===== src/rtl/br_pkg.sv =====
package br_pkg;
  typedef enum logic [3:0] {
    OP_SEQ    = 4'd0,
    OP_BEQ    = 4'd1,
    OP_BNE    = 4'd2,
    OP_BGTZ   = 4'd3,
    OP_BGEZ   = 4'd4,
    OP_BLTZ   = 4'd5,
    OP_BLEZ   = 4'd6,
    OP_JMP    = 4'd7,
    OP_CALL   = 4'd8,
    OP_JIND   = 4'd9,
    OP_CIND   = 4'd10,
    OP_SLT    = 4'd11,
    OP_SLTU   = 4'd12,
    OP_SLTI   = 4'd13,
    OP_SLTIU  = 4'd14,
    OP_RSV    = 4'd15
  } br_op_e;

  function automatic logic is_cond(br_op_e op);
    return (op >= OP_BEQ) && (op <= OP_BLEZ);
  endfunction
endpackage


===== src/rtl/br_cond_eval.sv =====
module br_cond_eval
  import br_pkg::*;
#(
  parameter int XLEN = 32
) (
  input  br_op_e            op,
  input  logic [XLEN-1:0]   a,
  input  logic [XLEN-1:0]   b,
  output logic              hit
);
  logic a_zero, a_neg, same;

  // zero tests need only a sign bit and a NOR tree
  assign a_zero = ~|a;
  assign a_neg  = a[XLEN-1];
  assign same   = (a == b);

  always_comb begin
    unique case (op)
      OP_BEQ:  hit = same;
      OP_BNE:  hit = ~same;
      OP_BGTZ: hit = ~a_neg & ~a_zero;
      OP_BGEZ: hit = ~a_neg;
      OP_BLTZ: hit = a_neg;
      OP_BLEZ: hit = a_neg | a_zero;
      default: hit = 1'b0;
    endcase
  end
endmodule


===== src/rtl/br_target_gen.sv =====
module br_target_gen #(
  parameter int XLEN  = 32,
  parameter int OFF_W = 16,
  parameter int JT_W  = 26,
  parameter int ISIZE = 4
) (
  input  logic [XLEN-1:0]  pc,
  input  logic [OFF_W-1:0] off,
  input  logic [JT_W-1:0]  jfield,
  output logic [XLEN-1:0]  seq_pc,
  output logic [XLEN-1:0]  rel_pc,
  output logic [XLEN-1:0]  abs_pc
);
  localparam int SH   = $clog2(ISIZE);
  localparam int EXT  = XLEN - OFF_W - SH;
  localparam int HI_W = XLEN - JT_W - SH;

  logic [XLEN-1:0] disp;

  assign seq_pc = pc + XLEN'(ISIZE);
  assign disp   = {{EXT{off[OFF_W-1]}}, off, {SH{1'b0}}};
  assign rel_pc = seq_pc + disp;

  generate
    if (HI_W > 0) begin : g_region
      assign abs_pc = {seq_pc[XLEN-1 -: HI_W], jfield, {SH{1'b0}}};
    end else begin : g_flat
      assign abs_pc = XLEN'({jfield, {SH{1'b0}}});
    end
  endgenerate
endmodule


===== src/rtl/br_slt_cmp.sv =====
module br_slt_cmp
  import br_pkg::*;
#(
  parameter int XLEN  = 32,
  parameter int OFF_W = 16
) (
  input  br_op_e            op,
  input  logic [XLEN-1:0]   a,
  input  logic [XLEN-1:0]   b,
  input  logic [OFF_W-1:0]  imm,
  output logic              lt
);
  localparam int EXT = XLEN - OFF_W;

  logic [XLEN-1:0] rhs;
  logic            use_imm, unsig;
  logic [XLEN:0]   diff;

  assign use_imm = (op == OP_SLTI) || (op == OP_SLTIU);
  assign unsig   = (op == OP_SLTU) || (op == OP_SLTIU);
  assign rhs     = use_imm ? {{EXT{imm[OFF_W-1]}}, imm} : b;

  // one subtractor; signedness handled by flipping sign bits
  always_comb begin
    logic [XLEN-1:0] l, r;
    l = a;
    r = rhs;
    if (!unsig) begin
      l[XLEN-1] = ~a[XLEN-1];
      r[XLEN-1] = ~rhs[XLEN-1];
    end
    diff = {1'b0, l} - {1'b0, r};
    lt   = (op == OP_SLT || op == OP_SLTU || op == OP_SLTI || op == OP_SLTIU)
           ? diff[XLEN] : 1'b0;
  end
endmodule


===== src/rtl/br_next_pc_unit.sv =====
module br_next_pc_unit
  import br_pkg::*;
#(
  parameter int XLEN  = 32,
  parameter int OFF_W = 16,
  parameter int JT_W  = 26
) (
  input  logic             clk,
  input  logic             rst,
  input  logic             op_valid,
  input  logic [3:0]       op_code,
  input  logic [XLEN-1:0]  rs_val,
  input  logic [XLEN-1:0]  rt_val,
  input  logic [XLEN-1:0]  pc_in,
  input  logic [OFF_W-1:0] br_offset,
  input  logic [JT_W-1:0]  jmp_field,
  input  logic [XLEN-1:0]  ind_target,
  output logic             res_valid,
  output logic             taken,
  output logic [XLEN-1:0]  next_pc,
  output logic [XLEN-1:0]  link_addr,
  output logic [XLEN-1:0]  slt_word
);
  br_op_e          op;
  logic            hit, lt;
  logic [XLEN-1:0] seq_pc, rel_pc, abs_pc;
  logic            take_d;
  logic [XLEN-1:0] npc_d, link_d;

  assign op = br_op_e'(op_code);

  br_cond_eval #(.XLEN(XLEN)) u_cond (
    .op(op), .a(rs_val), .b(rt_val), .hit(hit));

  br_target_gen #(.XLEN(XLEN), .OFF_W(OFF_W), .JT_W(JT_W), .ISIZE(4)) u_tgt (
    .pc(pc_in), .off(br_offset), .jfield(jmp_field),
    .seq_pc(seq_pc), .rel_pc(rel_pc), .abs_pc(abs_pc));

  br_slt_cmp #(.XLEN(XLEN), .OFF_W(OFF_W)) u_slt (
    .op(op), .a(rs_val), .b(rt_val), .imm(br_offset), .lt(lt));

  always_comb begin
    take_d = 1'b0;
    npc_d  = seq_pc;
    link_d = '0;
    if (is_cond(op)) begin
      take_d = hit;
      npc_d  = hit ? rel_pc : seq_pc;
    end else begin
      unique case (op)
        OP_JMP:  begin take_d = 1'b1; npc_d = abs_pc; end
        OP_CALL: begin take_d = 1'b1; npc_d = abs_pc; link_d = seq_pc; end
        OP_JIND: begin take_d = 1'b1; npc_d = ind_target; end
        OP_CIND: begin take_d = 1'b1; npc_d = ind_target; link_d = seq_pc; end
        default: ;
      endcase
    end
  end

  always_ff @(posedge clk) begin
    if (rst) begin
      res_valid <= 1'b0;
      taken     <= 1'b0;
      next_pc   <= '0;
      link_addr <= '0;
      slt_word  <= '0;
    end else begin
      res_valid <= op_valid;
      if (op_valid) begin
        taken     <= take_d;
        next_pc   <= npc_d;
        link_addr <= link_d;
        slt_word  <= XLEN'(lt);
      end
    end
  end

  // result strobe follows the request by exactly one cycle
  a_r2_latency: assert property (@(posedge clk) disable iff (rst)
    op_valid |=> res_valid);

  // a not-taken result always points to the next sequential word
  a_r5_fallthrough: assert property (@(posedge clk) disable iff (rst)
    op_valid |=> (taken || next_pc == $past(pc_in) + XLEN'(4)));

  // jumps and calls never fall through
  a_r6_jump_taken: assert property (@(posedge clk) disable iff (rst)
    (op_valid && (op_code == 4'd7 || op_code == 4'd8)) |=> taken);

  // link value only for calls
  a_r8_link_zero: assert property (@(posedge clk) disable iff (rst)
    (op_valid && op_code != 4'd8 && op_code != 4'd10) |=> (link_addr == '0));

  // comparison result is a single bit wide
  a_r9_slt_binary: assert property (@(posedge clk) disable iff (rst)
    res_valid |-> (slt_word[XLEN-1:1] == '0));
endmodule


===== config.mk =====
export PLATFORM = sky130hd
export DESIGN_NAME = br_next_pc_unit
export DESIGN_NICKNAME = d
export VERILOG_FILES = /design/src/rtl/br_pkg.sv /design/src/rtl/br_cond_eval.sv /design/src/rtl/br_target_gen.sv /design/src/rtl/br_slt_cmp.sv /design/src/rtl/br_next_pc_unit.sv
export SDC_FILE = /design/constraint.sdc
export NUM_CORES = 1
export LEC_CHECK = 0
export BUFFER_PORTS_ARGS = -buffer_cell sky130_fd_sc_hd__buf_4
export CAP_MARGIN = 20
export CELL_PAD_IN_SITES_DETAIL_PLACEMENT = 0
export CELL_PAD_IN_SITES_GLOBAL_PLACEMENT = 1
export CORE_MARGIN = 3
export CORE_UTILIZATION = 30
export DETAILED_ROUTE_END_ITERATION = 10
export PLACE_DENSITY = 0.84
export SKIP_LAST_GASP = 1
export SLEW_MARGIN = 20
export SYNTH_ARGS = -nofsm -noshare
export SYNTH_HDL_FRONTEND = slang
export SYNTH_SLANG_ARGS = --single-unit

===== constraint.sdc =====
create_clock -name clk -period 5.14 [get_ports clk]
set_clock_uncertainty 0.1 [all_clocks]
set_input_delay 1.028 -clock clk [delete_from_list [all_inputs] [get_ports clk]]
set_output_delay 1.028 -clock clk [all_outputs]
set_load 0.005 [all_outputs]

# --- Word level (Yosys, flattened, before mapping) ---
# Cells that the tools add are included.
word_totals:
  regBits: 67
  inputBits: 177
  output_inout_bits: 98
  elab_cells: 54
classes:
  add_sub_neg: 3
  order_cmp: 2
  eq_ne: 15
  muxes: 12
  bitwise: 5
  n_reduce_logical: 12
op_table:
  columns: ["operator", "n"]
  rows:
  - ["32-bit two-way mux", 5]
  - ["32-bit case mux with 2 select lines", 1]
  - ["32-bit by 32-bit subtractor with 33-bit output", 1]
  - ["32-bit by 3-bit adder with 32-bit output (second input constant)", 1]
  - ["32-bit adder", 1]
  - ["32-bit == test", 1]
  - ["32-bit OR reduction", 1]
  - ["4-bit == test (second input constant)", 7]
  - ["4-bit by 3-bit == test with 1-bit output (second input constant)", 4]
  - ["4-bit by 2-bit == test with 1-bit output (second input constant)", 2]
  - ["1-bit case mux with 6 select lines", 1]
  - ["2-bit OR reduction", 3]
  - ["1-bit logical OR", 5]
  - ["1-bit two-way mux", 5]
  - ["4-bit by 1-bit == test with 1-bit output (second input constant)", 1]
  - ["4-bit by 1-bit greater-or-equal comparator with 1-bit output (second input constant)", 1]
  - ["4-bit by 3-bit less-or-equal comparator with 1-bit output (second input constant)", 1]
  - ["4-bit OR reduction", 1]
  - ["1-bit inverter", 3]
  - ["1-bit bitwise AND", 1]
  - ["1-bit logical AND", 1]
  - ["1-bit logical NOT", 1]
  - ["1-bit bitwise OR", 1]

# --- Logic depth before layout (Yosys ltp) ---
# Gate-level depths: netlist of run 1.
logic_depth:
  word_depth: 7
  depth_mapped: 17
  depth_no_buf: 17

# --- Hierarchy ---
# From an unflattened synthesis of run 1, not the netlist that was laid out.
hier_totals:
  cells_unflattened: 1025
  hier_area_um2: 8595.7
by_module_without_submodules:
  columns: ["module", "n_inst", "cells_each", "area_per_inst_um2", "seq_area_each_um2"]
  rows:
  - ["br_next_pc_unit", 1, 459, 4430.5, 1341.3]
  - ["br_target_gen", 1, 364, 2547.4, 0.0]
  - ["br_slt_cmp", 1, 137, 1094.8, 0.0]
  - ["br_cond_eval", 1, 65, 523.0, 0.0]

# --- Worst setup path after synthesis of run 1 ---
# Ideal clock, no wire load.
synth_path:
  path_type: "input-to-reg"
  from: "input pc_in[5]"
  to: "register next_pc[31]"
  setup_time_ns: 0.118
  t_arrival_ns: 3.735
  required_ns: 4.922
  slack_ns: 1.187
  path_stages: 17
  path_buffers: 2
  cell_sequence: "nand4_1 -> nor3_2 -> and2_1 -> buf_2 -> nand3_1 -> xnor2_1 -> ha_1 -> clkbuf_1 -> and3_1 -> nand3_1 -> nor3_1 -> a211o_1 -> o31ai_1 -> mux2i_1 -> o211ai_2 -> xnor2_1 -> o2bb2ai_1"
synth_via:
  elab_chain_cells: 4
  elab_cells_between_ends: 5
  classes_between: "add/sub: 2; mux: 3"
synth_rtl:
  columns: ["element", "line_no", "text"]
  rows:
  - ["start, declared", "br_next_pc_unit.sv:14", "input logic [XLEN-1:0] pc_in,"]
  - ["32-bit by 3-bit adder with 32-bit output (*)", "br_target_gen.sv:20", "assign seq_pc = pc + XLEN'(ISIZE);"]
  - ["32-bit adder", "br_target_gen.sv:22", "assign rel_pc = seq_pc + disp;"]
  - ["32-bit two-way mux", "br_next_pc_unit.sv:48", "npc_d = hit ? rel_pc : seq_pc;"]
  - ["32-bit two-way mux (*)", "br_next_pc_unit.sv:46", "if (is_cond(op)) begin"]
  - ["end signal, assigned", "br_next_pc_unit.sv:71", "next_pc <= npc_d;"]
  - ["end, declared", "br_next_pc_unit.sv:20", "output logic [XLEN-1:0] next_pc,"]
# Mark *: on every way between the ends. The rest lies on a longest branch, timed or not.
# A chain may end at the register's enable or synchronous reset.

# --- Worst setup path in the final report of run 1 ---
# Same ends and word-level chain as after synthesis.

==> summary.txt, run 1 <==
Status
  • Outcome: finished clean

Logic synthesis
  • Post-synthesis sequential area ratio: 0.188
  • Yosys cell types: 67
  • Avg Cell Area, Syn: 7.30 µm²
  • Mapped Cells: 979
  • YS warnings: 0
  • Yosys reg bits: 67
  • Post-synthesis async set-or-reset flop share: 0
  • Post-synth EDFFs: 0
  • Cell area after synthesis: 0.00715 mm²
  • Synth Flop Type: dfxtp_1

Critical path
  • Reg-to-reg setup timing slack: 4120 ps
  • Worst Setup End Kind: register
  • Data arrival, critical path: 4560 ps
  • Worst EP required: 5270 ps
  • Critical Path Fanout Max: 10
  • Cell mode on critical path: nand3_1
  • CP max stage delay: 490 ps
  • Critical Path Source Type: primary input
  • Worst reg2reg path depth: 3
  • Slowest CP cell: ha_1
  • Crit Path Class: primary input to register
  • Cells along the critical path: buf_4 > nand4_1 > nor2_1 > nand3_1 > nor2_1 > nand3_1 > xnor2_1 > ha_1 > and4_1 > nand3_1 > nor3_1 > a211o_1 > o31ai_1 > mux2i_1 > o211ai_2 > xnor2_1 > o2bb2ai_1

Clock network
  • Cts-stage hold buffer count: 0
  • H-tree depth: 3
  • Post-CTS Setup Bufs: 0
  • Total CTS buffers: 9
  • Post-cts resize count: 0
  • CTS Sinks: 67
  • CTS Root Cell: clkbuf_16
  • Clk pin slew, worst setup/hold paths: 60 ps
  • Worst-Skew Late Latency: 340 ps
  • TritonCTS clock tree: done
  • CTS max path bufs: 2

Layout
  • Area of the multi-input gates: 0.00542 mm²
  • Register Area: 0.00134 mm²
  • Final non-filler cell total: 1517
  • Nets@finish: 1445
  • Commonest non-fill, non-tap cells in the layout: buf_4, nor2_1, nand2_1, a21oi_1, ha_1
  • Area grow syn2layout: 32.9%
  • Most common cell after layout, fill and taps aside: buf_4
  • Fin area: 0.00949 mm²
  • Layout cells sized above 1: 0.245
  • Fillers: 2458
  • Antenna Cells: 0

Pwr
  • Leakage: 4.22 nW
  • Int Power: 1.31 mW
  • Pwr Total: 2.00 mW
  • Power density cells: 210 mW/mm²
  • Switch Pwr: 0.689 mW
  • Comb pwr share: 0.375
  • Clk pwr share: 0.344
  • VDD IR max: 0.000131 V
  • Net Sw Frac: 0.345
  • Flop pwr share: 0.281

Place
  • Routability Congestion: 0.928
  • DP Cell Count: 1501
  • DP Area: 0.00917 mm²
  • Port Buf Inserts: 243
  • Post-DP HPWL: 22600 µm

Timing
  • Final hold slack: 377 ps
  • Final period util: 0.862
  • Minimum clock period: 4430 ps
  • Peak Freq: 226 MHz
  • Setup-failing EPs final: 0
  • Final Hold Vio Count: 0
  • Max Slew Vio Count: 0
  • Setup TNS: 0 ps
  • Slew headroom: 0.422
  • Worst Tran Pin Value: 866 ps
  • RSZ-0062 raised after global routing: no

Run
  • Max Cap Viol: 0

Drt
  • DRT Pass-1 Iters: 7
  • Total Wirelength: 28300 µm
  • Vias per cell: 5.22
  • Detail Route Antenna Nets: 0
  • 1st-iter DRT viols: 553
  • Routed len/inst: 18.6 µm
  • DR vias: 7917
  • Post-route DRC: 0

GRT
  • Initial antenna violation count: 0
  • Vias in the first global route: 7587
  • Global Route Usage Sum: 0.211
  • First-pass GRT wire length: 43200 µm
  • GRT overflow: 0
  • Largest net degree at the start of global routing: 80

Floorplanning
  • Die width: 160 µm
  • Core Box Area: 0.0231 mm²
  • # IOs: 275
  • Die Y-Extent: 160 µm
  • Die ar.: 0.0257 mm²
  • Initial core utilization: 0.310
  • Std-Cell Rows: 55

Worst hold path
  • Min-Delay Path Depth: 2
  • Hold WC Path Type: register to register
-- through the flow --
stage,utilization,worst slack (ps)
after global routing,0.412,379
final,0.412,710
after detailed placement,0.398,403
after floorplan,-,1190
after CTS,0.412,769
after global placement,0.398,544
-- path summary, 6_finish.rpt --
kind	from	to
max reg2reg	next_pc[27]	next_pc[27]
min	next_pc[10]	next_pc[10]
min reg2reg	next_pc[10]	next_pc[10]
max	pc_in[5]	next_pc[31]
-- power by group through the flow --
stage	Combinational, mW	Sequential (mW)	Clock [mW]
floorplan	0.434	0.574	0
global placement	0.736	0.572	0
detailed placement	0.741	0.573	0
CTS	0.745	0.562	0.704
global route	0.826	0.566	0.725
finish	0.749	0.562	0.686
-- state kept, by name, summed over array words and instances, names as in the netlist --
name / count
link_addr: 32
next_pc: 32
res_valid: 1
slt_word: 1
taken: 1
-- final cells by class --
cell class,instances,area share
clock buffers,9,0.0237
clock inverters,7,0.0105
inverters,14,0.00606
multi-input cells,846,0.571
flip-flops and latches,67,0.141
well taps,313,0.0412
repair buffers,261,0.206
-- synthesized netlist by cell type, types with 8 or more instances --
| cell | number | share of area |
|---|---|---|
| a21o_1 | 14 | 0.015 |
| a311oi_1 | 10 | 0.012 |
| nand2_1 | 104 | 0.055 |
| o211ai_1 | 8 | 0.0084 |
| nor4_1 | 16 | 0.014 |
| a21oi_1 | 104 | 0.073 |
| dfxtp_1 | 67 | 0.19 |
| ha_1 | 68 | 0.12 |
| mux2i_1 | 20 | 0.028 |
| buf_4 | 31 | 0.033 |
| a211oi_1 | 19 | 0.020 |
| nor2_1 | 114 | 0.060 |
| a31oi_1 | 8 | 0.0070 |
| and3_1 | 11 | 0.0096 |
| nor2b_1 | 43 | 0.038 |
| xor2_1 | 49 | 0.060 |
| nand3_1 | 40 | 0.028 |
| clkbuf_1 | 38 | 0.020 |
| nand2b_1 | 8 | 0.0070 |
| xnor2_1 | 36 | 0.044 |
| o21ai_0 | 31 | 0.022 |
| nor3_1 | 25 | 0.018 |
| nand4_1 | 18 | 0.016 |
| inv_1 | 13 | 0.0068 |
-- worst max-delay path, delay by kind of cell --
family          cells  cell delay (ps)
mux                 1              170
compound gates      4              450
xor+xnor            2              390
buf+inv             1              100
fa+ha+maj           1              490
simple gates        8             1920
-- routing by layer --
layer | global-route usage | wire, µm
met1 | 0.293 | 12900
met2 | 0.339 | 12800
met3 | 0.0377 | 1990
met4 | 0.0540 | 552
met5 | 0 | 0
-- logic make-up after synthesis --
| logic type | after synthesis | synth area share |
|---|---|---|
| flip-flops | 67 | 0.188 |
| buffers and inverters | 96 | 0.0728 |
| multiplexers | 20 | 0.0280 |
| AO/OA/AOI/OAI | 242 | 0.219 |
| AND/OR/NAND/NOR | 399 | 0.266 |
| other | 1 | 0.000525 |
| XOR/XNOR | 85 | 0.104 |
| adder cells (fa/ha/maj) | 69 | 0.122 |
Note: power is estimated with default switching activity, not from simulation.
==> run 2, diff against run 1 <==
--- a/config.mk
+++ b/config.mk
@@ -5,6 +5,7 @@
 export SDC_FILE = /design/constraint.sdc
 export NUM_CORES = 1
 export LEC_CHECK = 0
+export ABC_AREA = 1
 export BUFFER_PORTS_ARGS = -buffer_cell sky130_fd_sc_hd__buf_4
 export CAP_MARGIN = 20
 export CELL_PAD_IN_SITES_DETAIL_PLACEMENT = 0
@@ -12,9 +13,9 @@
 export CORE_MARGIN = 3
 export CORE_UTILIZATION = 30
 export DETAILED_ROUTE_END_ITERATION = 10
-export PLACE_DENSITY = 0.84
+export PLACE_DENSITY = 0.86
 export SKIP_LAST_GASP = 1
-export SLEW_MARGIN = 20
+export SLEW_MARGIN = 0
 export SYNTH_ARGS = -nofsm -noshare
 export SYNTH_HDL_FRONTEND = slang
 export SYNTH_SLANG_ARGS = --single-unit
==> summary.txt, run 2 <==
Critical path
  • Worst EP required: 5290 ps
  • Crit Path Class: primary input to register
  • CP max stage delay: 450 ps
  • Critical Path Fanout Max: 5
  • Critical Path Source Type: primary input
  • Data arrival, critical path: 4390 ps
  • Crit-path leading delay family: simple AND/OR/NAND/NOR gates
  • Slowest CP cell: xor2_1
  • Worst Path Buf+Inv: 2
  • Cell mode on critical path: nand2_1
  • Cells along the critical path: buf_4 > ha_1 > nand2_1 > nor2_1 > nand2_1 > nor2_1 > nand2_1 > nor2_1 > xor2_1 > ha_1 > a21oi_1 > o21ai_0 > o21bai_1 > nor2_1 > nand2_1 > nand2_1 > nand2_1 > nand2_1 > nand4_1 > nand2_1 > inv_1
  • Worst Setup End Kind: register

Logic synthesis
  • Yosys reg bits: 67
  • Top cells by count, synth: nand2_1, nor2_1, inv_1, a21oi_1, nand3_1
  • XOR/XNOR share of the synthesized area: 0.0810
  • Post-synthesis async set-or-reset flop share: 0
  • Cell area after synthesis: 0.00778 mm²
  • Area leader, netlist: nand2_1
  • YS warnings: 0
  • Share of the synthesized area in the top cell type: 0.176
  • Post-synthesis sequential area ratio: 0.172
  • Most common cell in the synthesized netlist: nand2_1
  • Synth Flop Type: dfxtp_1
  • Mapped Cells: 1301
  • Synth Area in Compound Gates: 0.155
  • Post-synth EDFFs: 0
  • Post-Synth Simple-Gate Area: 0.356
  • Top area cells in the synthesized netlist: nand2_1, dfxtp_1, ha_1
  • Largest family of logic cells by synthesized area: simple AND/OR/NAND/NOR gates
  • Yosys cell types: 45
  • Post-synthesis adder-cell area fraction: 0.112
  • Avg Cell Area, Syn: 5.98 µm²
  • Mux cell area share after synthesis: 0.0116

Worst hold path
  • Hold WC Path Type: register to register

GRT
  • First-pass GRT wire length: 49800 µm
  • Largest net degree at the start of global routing: 51
  • GRT overflow: 0
  • Initial antenna violation count: 0
  • Global Route Usage Sum: 0.226
  • Vias in the first global route: 8917

Timing
  • Slew headroom: 0.369
  • Final period util: 0.825
  • Final Hold Vio Count: 0
  • Max Slew Vio Count: 0
  • Setup-failing EPs final: 0
  • Worst Tran Pin Value: 944 ps
  • Minimum clock period: 4240 ps
  • Setup TNS: 0 ps
  • RSZ-0062 raised after global routing: no
  • Peak Freq: 236 MHz

Layout
  • Most common cell after layout, fill and taps aside: nand2_1
  • Antenna Cells: 0
  • Nets@finish: 1775
  • Area grow syn2layout: 31.5%
  • Final non-filler cell total: 1864
  • Register Area: 0.00134 mm²
  • Area of the multi-input gates: 0.00570 mm²
  • Commonest non-fill, non-tap cells in the layout: nand2_1, buf_4, nor2_1
  • Fillers: 2743
  • Layout cells sized above 1: 0.191
  • Top flop regs: link_addr (32), next_pc (32)

Floorplanning
  • # IOs: 275
  • Initial core utilization: 0.307
  • Core Box Area: 0.0253 mm²
  • Die ar.: 0.0279 mm²
  • Die width: 167 µm
  • Die Y-Extent: 167 µm
  • Std-Cell Rows: 58

Drt
  • Vias per cell: 4.96
  • Detail Route Antenna Nets: 0
  • DRT Pass-1 Iters: 5
  • DR vias: 9253
  • Routed len/inst: 17.7 µm
  • Post-route DRC: 0
  • Total Wirelength: 33000 µm
  • 1st-iter DRT viols: 868

Clock network
  • CTS Root Cell: clkbuf_16
  • Worst-Skew Late Latency: 350 ps
  • Clk pin slew, worst setup/hold paths: 60 ps
  • Post-cts resize count: 0
  • H-tree depth: 3
  • Post-CTS Setup Bufs: 0
  • CTS max path bufs: 2
  • TritonCTS clock tree: done
  • CTS Sinks: 67
  • Total CTS buffers: 9
  • Cts-stage hold buffer count: 0

Status
  • Outcome: finished clean

Pwr
  • Power density cells: 217 mW/mm²
  • VDD IR max: 0.000145 V
  • Leakage: 5.09 nW

Place
  • Post-DP HPWL: 26900 µm
  • Port Buf Inserts: 243
  • Routability Congestion: 1.00
  • DP Cell Count: 1848

Run
  • Max Cap Viol: 0
-- run 2: cell count changes after synthesis, sizes merged, moves of 13 or more --
cell | before | now
inv | 13 | 130
nand2 | 104 | 368
o21ai | 34 | 67
nand3 | 40 | 73
nor2 | 115 | 185
nor3 | 27 | 13
nor2b | 43 | 0
xor2 | 49 | 36
-- run 2: logic make-up after synthesis --
kind of cell / count (synthesis)
flops: 67
other cells: 1
compound gates: 215
fa+ha+maj: 69
mux: 9
buf+inv: 196
simple gates: 672
xor+xnor: 72
-- run 2: worst min-delay path: stages (launching register included) --
cell	delay, ps
dfxtp_1	310
nand2_1	60
a21oi_1	50
-- run 2: routing by layer --
| layer | wire [µm] | up-vias | global-route usage | part of all wire |
|---|---|---|---|---|
| met2 | 15300 | 372 | 0.384 | 0.46 |
| li1 | - | 4626 | - | - |
| met5 | 0 | - | 0 | 0 |
| met3 | 2640 | 52 | 0.0532 | 0.080 |
| met1 | 14100 | 4203 | 0.283 | 0.43 |
| met4 | 952 | 0 | 0.0678 | 0.029 |
-- run 2: path summary, 6_finish.rpt --
path                            cells after the start  slack, ps             to          start
worst min-delay path                                2        370  link_addr[13]  link_addr[13]
worst max register to register                      2       4290     next_pc[6]     next_pc[6]
worst max-delay path                               21        900    next_pc[27]       pc_in[2]
worst min register to register                      2        370  link_addr[13]  link_addr[13]
-- run 2: power by group --
group	internal [mW]	total, mW	switching (mW)
sequential	0.547	0.564	0.0174
clock	0.588	0.854	0.266
combinational	0.324	0.801	0.477
-- run 2: metrics by stage --
| stage | worst slack, ps | hold slack, ps | area, µm² | utilization | power, mW |
|---|---|---|---|---|---|
| after floorplan | 1650 | 362 | 7900 | - | 1.04 |
| after global placement | 652 | 353 | 9840 | 0.388 | 1.36 |
| after detailed placement | 660 | 359 | 9840 | 0.388 | 1.37 |
| after CTS | 1010 | 370 | 10200 | 0.404 | 2.22 |
| after global routing | 595 | 388 | 10200 | 0.404 | 2.34 |
| final | 899 | 368 | 10200 | 0.404 | 2.22 |
-- run 2: area by class of cell --
cell class / instances / share of cell area
clock buffer: 10 / 0.0233
clock inverter: 6 / 0.0155
inverter: 131 / 0.0480
multi-input combinational: 1068 / 0.557
sequential: 67 / 0.131
tap: 330 / 0.0403
timing repair buffer: 252 / 0.185
